$ cat src/rtl/adcif_pkg.sv
package adcif_pkg;

    localparam int FRAME_CLKS  = 16;
    localparam int CTRL_BITS   = 8;
    localparam int SAMPLE_BITS = 8;
    localparam int DATA_FIRST  = 4;
    localparam int DATA_LAST   = DATA_FIRST + SAMPLE_BITS - 1;
    localparam int CHSEL_POS   = 3;
    localparam int BITCNT_W    = $clog2(FRAME_CLKS);

    typedef enum logic [1:0] {
        FR_IDLE,
        FR_LEAD,
        FR_RUN
    } fr_state_e;

    typedef struct packed {
        logic                   chan;
        logic [SAMPLE_BITS-1:0] data;
    } sample_t;

    function automatic logic [CTRL_BITS-1:0] ctrl_word(input logic chan);
        logic [CTRL_BITS-1:0] w;
        w            = '0;
        w[CHSEL_POS] = chan;
        return w;
    endfunction

    function automatic logic in_data_window(input logic [BITCNT_W-1:0] pos);
        return (int'(pos) >= DATA_FIRST) && (int'(pos) <= DATA_LAST);
    endfunction

endpackage

$ cat src/rtl/adcif_tick.sv
module adcif_tick #(
    parameter int HALF_DIV = 8
) (
    input  logic clk,
    input  logic rst,
    input  logic run,
    output logic tick
);

    generate
        if (HALF_DIV <= 1) begin : g_direct
            assign tick = run;
        end else begin : g_count
            localparam int            CW   = $clog2(HALF_DIV);
            localparam logic [CW-1:0] LAST = CW'(HALF_DIV - 1);
            logic [CW-1:0] cnt;

            always_ff @(posedge clk) begin
                if (rst || !run) begin
                    cnt <= '0;
                end else if (cnt == LAST) begin
                    cnt <= '0;
                end else begin
                    cnt <= cnt + 1'b1;
                end
            end

            assign tick = run && (cnt == LAST);
        end
    endgenerate

endmodule

$ cat src/rtl/adcif_frame.sv
module adcif_frame
    import adcif_pkg::*;
(
    input  logic    clk,
    input  logic    rst,
    input  logic    tick,
    input  logic    go,
    input  logic    cont,
    input  logic    chan_req,
    input  logic    sdi,
    output logic    run,
    output logic    cs_n,
    output logic    sclk,
    output logic    sdo,
    output logic    done,
    output sample_t result
);

    fr_state_e               st;
    logic [BITCNT_W-1:0]     bitcnt;
    logic [CTRL_BITS-1:0]    ctrl_sh;
    logic [SAMPLE_BITS-1:0]  data_sh;
    logic                    req_chan;
    logic                    tag_chan;
    logic                    last_bit;
    logic                    frame_start;
    logic [CTRL_BITS-1:0]    next_ctrl;

    assign run         = (st != FR_IDLE);
    assign last_bit    = (bitcnt == BITCNT_W'(FRAME_CLKS - 1));
    assign next_ctrl   = ctrl_word(chan_req);
    assign frame_start = tick && ((st == FR_LEAD) ||
                                  ((st == FR_RUN) && sclk && last_bit && cont));

    always_ff @(posedge clk) begin
        if (rst) begin
            st       <= FR_IDLE;
            cs_n     <= 1'b1;
            sclk     <= 1'b1;
            sdo      <= 1'b0;
            bitcnt   <= '0;
            ctrl_sh  <= '0;
            data_sh  <= '0;
            req_chan <= 1'b0;
            tag_chan <= 1'b0;
            done     <= 1'b0;
            result   <= '0;
        end else begin
            done <= 1'b0;
            if (frame_start) begin
                st       <= FR_RUN;
                sclk     <= 1'b0;
                bitcnt   <= '0;
                req_chan <= chan_req;
                sdo      <= next_ctrl[CTRL_BITS-1];
                ctrl_sh  <= {next_ctrl[CTRL_BITS-2:0], 1'b0};
            end else begin
                case (st)
                    FR_IDLE: begin
                        if (go) begin
                            st       <= FR_LEAD;
                            cs_n     <= 1'b0;
                            tag_chan <= 1'b0;
                        end
                    end
                    FR_RUN: begin
                        if (tick) begin
                            if (!sclk) begin
                                sclk <= 1'b1;
                                if (in_data_window(bitcnt)) begin
                                    data_sh <= {data_sh[SAMPLE_BITS-2:0], sdi};
                                end
                                if (last_bit) begin
                                    done     <= 1'b1;
                                    result   <= '{chan: tag_chan, data: data_sh};
                                    tag_chan <= req_chan;
                                end
                            end else if (last_bit) begin
                                st   <= FR_IDLE;
                                cs_n <= 1'b1;
                            end else begin
                                sclk    <= 1'b0;
                                bitcnt  <= bitcnt + 1'b1;
                                sdo     <= ctrl_sh[CTRL_BITS-1];
                                ctrl_sh <= {ctrl_sh[CTRL_BITS-2:0], 1'b0};
                            end
                        end
                    end
                    default: ;
                endcase
            end
        end
    end

    // the serial clock rests high whenever select is released
    a_r4_idle_sclk_high: assert property (@(posedge clk) disable iff (rst)
        cs_n |-> sclk);

    // select only rises while the clock was already high
    a_r4_cs_rise_clk_high: assert property (@(posedge clk) disable iff (rst)
        $rose(cs_n) |-> $past(sclk));

    // control data moves only with a falling clock edge
    a_r5_sdo_on_fall: assert property (@(posedge clk) disable iff (rst)
        !$stable(sdo) |-> $fell(sclk));

    // clock edges occur only inside a select-low period
    a_r8_fall_under_cs: assert property (@(posedge clk) disable iff (rst)
        $fell(sclk) |-> !cs_n);

endmodule

$ cat src/rtl/adcif_outreg.sv
module adcif_outreg
    import adcif_pkg::*;
(
    input  logic    clk,
    input  logic    rst,
    input  logic    push,
    input  sample_t item,
    input  logic    ready,
    output logic    valid,
    output sample_t held,
    output logic    overrun
);

    logic blocked;

    assign blocked = valid && !ready;

    always_ff @(posedge clk) begin
        if (rst) begin
            valid   <= 1'b0;
            held    <= '0;
            overrun <= 1'b0;
        end else begin
            overrun <= push && blocked;
            if (push && !blocked) begin
                valid <= 1'b1;
                held  <= item;
            end else if (valid && ready) begin
                valid <= 1'b0;
            end
        end
    end

    // a stalled result is held unchanged
    a_r9_hold: assert property (@(posedge clk) disable iff (rst)
        valid && !ready |=> valid && $stable(held));

    // overrun only follows a stall, and the held result survives
    a_r10_overrun: assert property (@(posedge clk) disable iff (rst)
        overrun |-> $past(valid && !ready) && valid);

endmodule

$ cat src/rtl/adcif_host.sv
module adcif_host
    import adcif_pkg::*;
#(
    parameter int HALF_DIV = 8
) (
    input  logic                   clk,
    input  logic                   rst,
    input  logic                   start_i,
    input  logic                   cont_i,
    input  logic                   chan_sel_i,
    output logic                   adc_cs_n_o,
    output logic                   adc_sclk_o,
    output logic                   adc_ctrl_o,
    input  logic                   adc_data_i,
    output logic                   smp_valid_o,
    input  logic                   smp_ready_i,
    output logic [SAMPLE_BITS-1:0] smp_data_o,
    output logic                   smp_chan_o,
    output logic                   smp_overrun_o
);

    logic    tick;
    logic    run;
    logic    done;
    sample_t res;
    sample_t held;

    adcif_tick #(
        .HALF_DIV(HALF_DIV)
    ) u_tick (
        .clk (clk),
        .rst (rst),
        .run (run),
        .tick(tick)
    );

    adcif_frame u_frame (
        .clk     (clk),
        .rst     (rst),
        .tick    (tick),
        .go      (start_i | cont_i),
        .cont    (cont_i),
        .chan_req(chan_sel_i),
        .sdi     (adc_data_i),
        .run     (run),
        .cs_n    (adc_cs_n_o),
        .sclk    (adc_sclk_o),
        .sdo     (adc_ctrl_o),
        .done    (done),
        .result  (res)
    );

    adcif_outreg u_out (
        .clk    (clk),
        .rst    (rst),
        .push   (done),
        .item   (res),
        .ready  (smp_ready_i),
        .valid  (smp_valid_o),
        .held   (held),
        .overrun(smp_overrun_o)
    );

    assign smp_data_o = held.data;
    assign smp_chan_o = held.chan;

    // nothing is offered while select has never been driven low
    a_r1_quiet_idle: assert property (@(posedge clk) disable iff (rst)
        adc_cs_n_o && $past(adc_cs_n_o) && !smp_valid_o |=> !smp_overrun_o);

endmodule

$ cat config.mk
export PLATFORM = sky130hd
export DESIGN_NAME = adcif_host
export DESIGN_NICKNAME = d
export VERILOG_FILES = /design/src/rtl/adcif_pkg.sv /design/src/rtl/adcif_tick.sv /design/src/rtl/adcif_frame.sv /design/src/rtl/adcif_outreg.sv /design/src/rtl/adcif_host.sv
export SDC_FILE = /design/constraint.sdc
export NUM_CORES = 1
export LEC_CHECK = 0
export CAP_MARGIN = 0
export CORE_AREA = 5 5 84 47
export CTS_CLUSTER_SIZE = 16
export DETAILED_ROUTE_END_ITERATION = 10
export DIE_AREA = 0 0 89 52
export DONT_BUFFER_PORTS = 1
export GPL_ROUTABILITY_DRIVEN = 0
export PLACE_DENSITY_LB_ADDON = 0.2
export SETUP_SLACK_MARGIN = 0.4
export SYNTH_ARGS = -nofsm -noshare
export SYNTH_HDL_FRONTEND = slang
export SYNTH_SLANG_ARGS = --single-unit
$ cat constraint.sdc
create_clock -name clk -period 4.9 [get_ports clk]
set_input_delay 1.225 -clock clk [delete_from_list [all_inputs] [get_ports clk]]
set_output_delay 1.225 -clock clk [all_outputs]
set_load 0.01 [all_outputs]
==> flow_summary.json <==
{
  "outcome": "complete, no violations",
  "detail_route.wl_per_cell_um": 16.2,
  "die_width_um": 89,
  "path_cells": "ha_1 > ha_1 > and4b_1 > a311o_1 > a21oi_2",
  "irDropWorstVdd_uv": 218,
  "critPathArrivalTime_ps": 2350,
  "hpwl_um": 2940,
  "cellLeakagePower_nw": 0.683,
  "cts.clk_slew.worst_paths_ps": 80,
  "worstSkewPairLatency_ps": 300,
  "first_pass_grt_wire_length_um": 6980,
  "timing_worst_setup_path_type": "reg2reg",
  "share_of_the_synthesized_area_in_compound_gates_ao_oa_aoi_oai": 0.238,
  "netlist_top_cells_area": "sky130_fd_sc_hd__dfxtp_1 48%, sky130_fd_sc_hd__o21ai_0 9.1%, sky130_fd_sc_hd__nand3_1 8.1%, sky130_fd_sc_hd__a21oi_1 7.6%, sky130_fd_sc_hd__a21oi_2 4.0%",
  "post_synthesis_average_cell_area_um2": 8.88,
  "cts.path.max_buffers": 2,
  "crit_path_start_kind": "register",
  "cpMostUsedCell": "sky130_fd_sc_hd__ha_1",
  "netlist_instances": 222,
  "post_synth_num_cell_types": 35,
  "min_period_ps": 2200,
  "max_freq_mhz": 455,
  "placedCellCount": 244,
  "timing.clock.skew_ps": 9.14,
  "yosysSeqAreaShare": 0.477,
  "cp_data_required_time_ps": 5060,
  "cts.sinks": 47,
  "synth.cell_area_um2": 1970,
  "sum_of_negative_setup_slack_ps": 0,
  "synth_simple_gate_area_frac": 0.183,
  "portion_of_netlist_area_occupied_by_mux_cells": 0.0152,
  "antennaDiodeCount": 0,
  "synthDominantCellAreaShare": 0.477,
  "clock_tree.root_cell": "sky130_fd_sc_hd__clkbuf_8",
  "cts-buffers-inserted": 5,
  "cts_setup_buffers": 0,
  "grt_pass1_vias": 1390,
  "report.final.hold_viol_count": 0,
  "seq_power_share": 0.531,
  "switching_share": 0.192,
  "grt_max_degree": 34,
  "slew-limit-headroom": 0.518,
  "place.port_buffers": 0,
  "ys_seq_elements": 47,
  "report.final.slew_viol_count": 0,
  "worst_slew_pin_slew_ps": 719,
  "core.rowCount": 15,
  "iter_0_drt_violations": 122,
  "cts-hold-fix-buffers": 0,
  "design.die.area_um2": 4630,
  "number_of_instances_resized_during_post_cts_repair": 0,
  "drt_first_pass_iters": 4,
  "finalSetupViolCount": 0,
  "cts_tree": "done",
  "route.vias.total": 1575,
  "htreeDepth": 2,
  "layout-drive-gt1-share": 0.0952,
  "totalWireLength_um": 4080,
  "power.density_cell_area_nw_per_um2": 357,
  "timing.max_cap.violations": 0,
  "synth_top_family_by_area": "compound AO/OA/AOI/OAI gates",
  "io_pins": 21,
  "critPathMaxStageDelay_ps": 700,
  "drc": 0,
  "synth-adder-area-share": 0.0254,
  "track_usage": 0.199,
  "die_height_um": 52,
  "hold_path.class": "reg2reg",
  "combPwrFrac": 0.015,
  "start_util": 0.614,
  "clockPowerShare": 0.454,
  "power_switching_w": 0.000140,
  "worstSetupEndpointType": "register",
  "postSynthNetCount": 233,
  "post_drt_via_cell_ratio": 6.25,
  "post-route-period-util": 0.448,
  "areaGrowthSynthToFinish_pct": 4.25,
  "grt_antenna_before_repair": 0,
  "core_area_um2": 3210,
  "cellInternalPower_w": 0.000593,
  "worst_path_max_delay_cell": "sky130_fd_sc_hd__a311o_1",
  "antenna_violating_nets_post_route": 0,
  "post_synth_edffs": 0,
  "hold-worst-slack_ps": 435,
  "worst-path-max-fanout": 11,
  "grt_setup_unrepaired": "false",
  "fin_nets": 220,
  "synth_warnings": 0,
  "synthXorXnorAreaFrac": 0,
  "yosysTopAreaCell": "sky130_fd_sc_hd__dfxtp_1",
  "post_layout_nonfiller_instances": 252,
  "ys_async_sr_fraction": 0,
  "pwr_total_w": 0.000733,
  "synth_top_flop_cell": "sky130_fd_sc_hd__dfxtp_1",
  "grt_overflow_total": 0
}
-- registers in the layout, indices dropped and copies added (netlist names) --
name,cells
u_frame.bitcnt,4
u_frame.cs_n,1
u_frame.ctrl_sh,4
u_frame.data_sh,8
u_frame.done,1
u_frame.req_chan,1
u_frame.result,9
u_frame.sclk,1
u_frame.sdo,1
u_frame.st,2
u_frame.tag_chan,1
u_out.held,9
u_out.overrun,1
u_out.valid,1
u_tick.g_count.cnt,3
-- per-stage QoR --
step                       util  area [µm²]  setup slack (ps)
after floorplan               -        1970              2950
after global placement    0.598        1920              2890
after detailed placement  0.598        1920              2740
after CTS                 0.640        2050              2730
after global routing      0.640        2050              2580
final                     0.640        2050              2700
-- cell families (layout without fill, tap and decap cells) --
family	after synthesis	count (layout)
muxes	3	3
buffers and inverters	24	12
DFF	47	47
and+or+nand+nor	61	61
adders and majority gates	4	4
AOI/OAI and AO/OA	83	83
-- worst max-delay path: cells and delay by family (launching register included) --
family | cells | cell delay, ps
AO/OA/AOI/OAI | 2 | 760
adder cells (fa/ha/maj) | 2 | 510
flip-flops | 1 | 340
AND/OR/NAND/NOR | 1 | 450
-- routing by layer --
metal | global-route usage | vias to the layer above | wire length [µm]
met1 | 0.302 | 745 | 2110
met5 | 0 | - | 0
met3 | 0.0522 | 2 | 245
met4 | 0.0743 | 0 | 15
met2 | 0.264 | 51 | 1710
li1 | - | 777 | -
-- placed cells by master, fill, tap and decap left out, drive strengths merged --
master | netlist | routed
or3 | 2 | 2
mux2i | 3 | 3
o22ai | 1 | 1
a31oi | 1 | 1
nor4 | 1 | 1
and4bb | 1 | 1
or4 | 1 | 1
bufinv | 0 | 2
clkbuf | 12 | 5
o211ai | 2 | 2
nor3 | 4 | 4
o21bai | 1 | 1
clkinvlp | 0 | 1
and4b | 1 | 1
nand4bb | 1 | 1
dfxtp | 47 | 47
nand3 | 32 | 32
nor2 | 1 | 1
nand4b | 2 | 2
nand2 | 5 | 5
a21boi | 1 | 1
inv | 4 | 4
ha | 4 | 4
nor2b | 3 | 3
o21ai | 36 | 36
and2 | 3 | 3
nand2b | 2 | 2
o31ai | 1 | 1
a311o | 1 | 1
a21oi | 39 | 39
and3b | 2 | 2
-- final timing paths --
check	start	to	slack, ps	depth (start not counted)
setup / recovery	u_tick.g_count.cnt[0]	u_frame.bitcnt[0]	2700	5
hold / removal	u_tick.g_count.cnt[0]	u_tick.g_count.cnt[0]	430	1
setup reg to reg	u_tick.g_count.cnt[0]	u_frame.bitcnt[0]	2700	5
hold reg to reg	u_tick.g_count.cnt[0]	u_tick.g_count.cnt[0]	430	1
-- final cells by class --
type	instances	area, µm²
Sequential cell	47	941
Tap cell	42	52.6
Multi-Input combinational cell	151	910
Clock inverter	3	67.6
Clock buffer	5	68.8
Fill cell	271	1150
Inverter	4	15.0
-- power groups by stage --
stage                     registers (W)   logic, W  clock network [W]
after floorplan                0.000396  0.0000144                  0
after global placement         0.000398  0.0000104                  0
after detailed placement       0.000398  0.0000108                  0
after CTS                      0.000389  0.0000109           0.000339
after global routing           0.000390  0.0000122           0.000361
final                          0.000389  0.0000109           0.000333
-- synth_stat cells, drive strengths merged, types with 2 or more instances --
cell type and instances:
a21oi 39, and2 3, and3b 2, buf 8, clkbuf 12, dfxtp 47, ha 4, inv 4
mux2i 3, nand2 5, nand2b 2, nand3 32, nand4b 2, nor2b 3, nor3 4, o211ai 2
o21ai 36, or3 2
(Power assumes the default switching activity.)
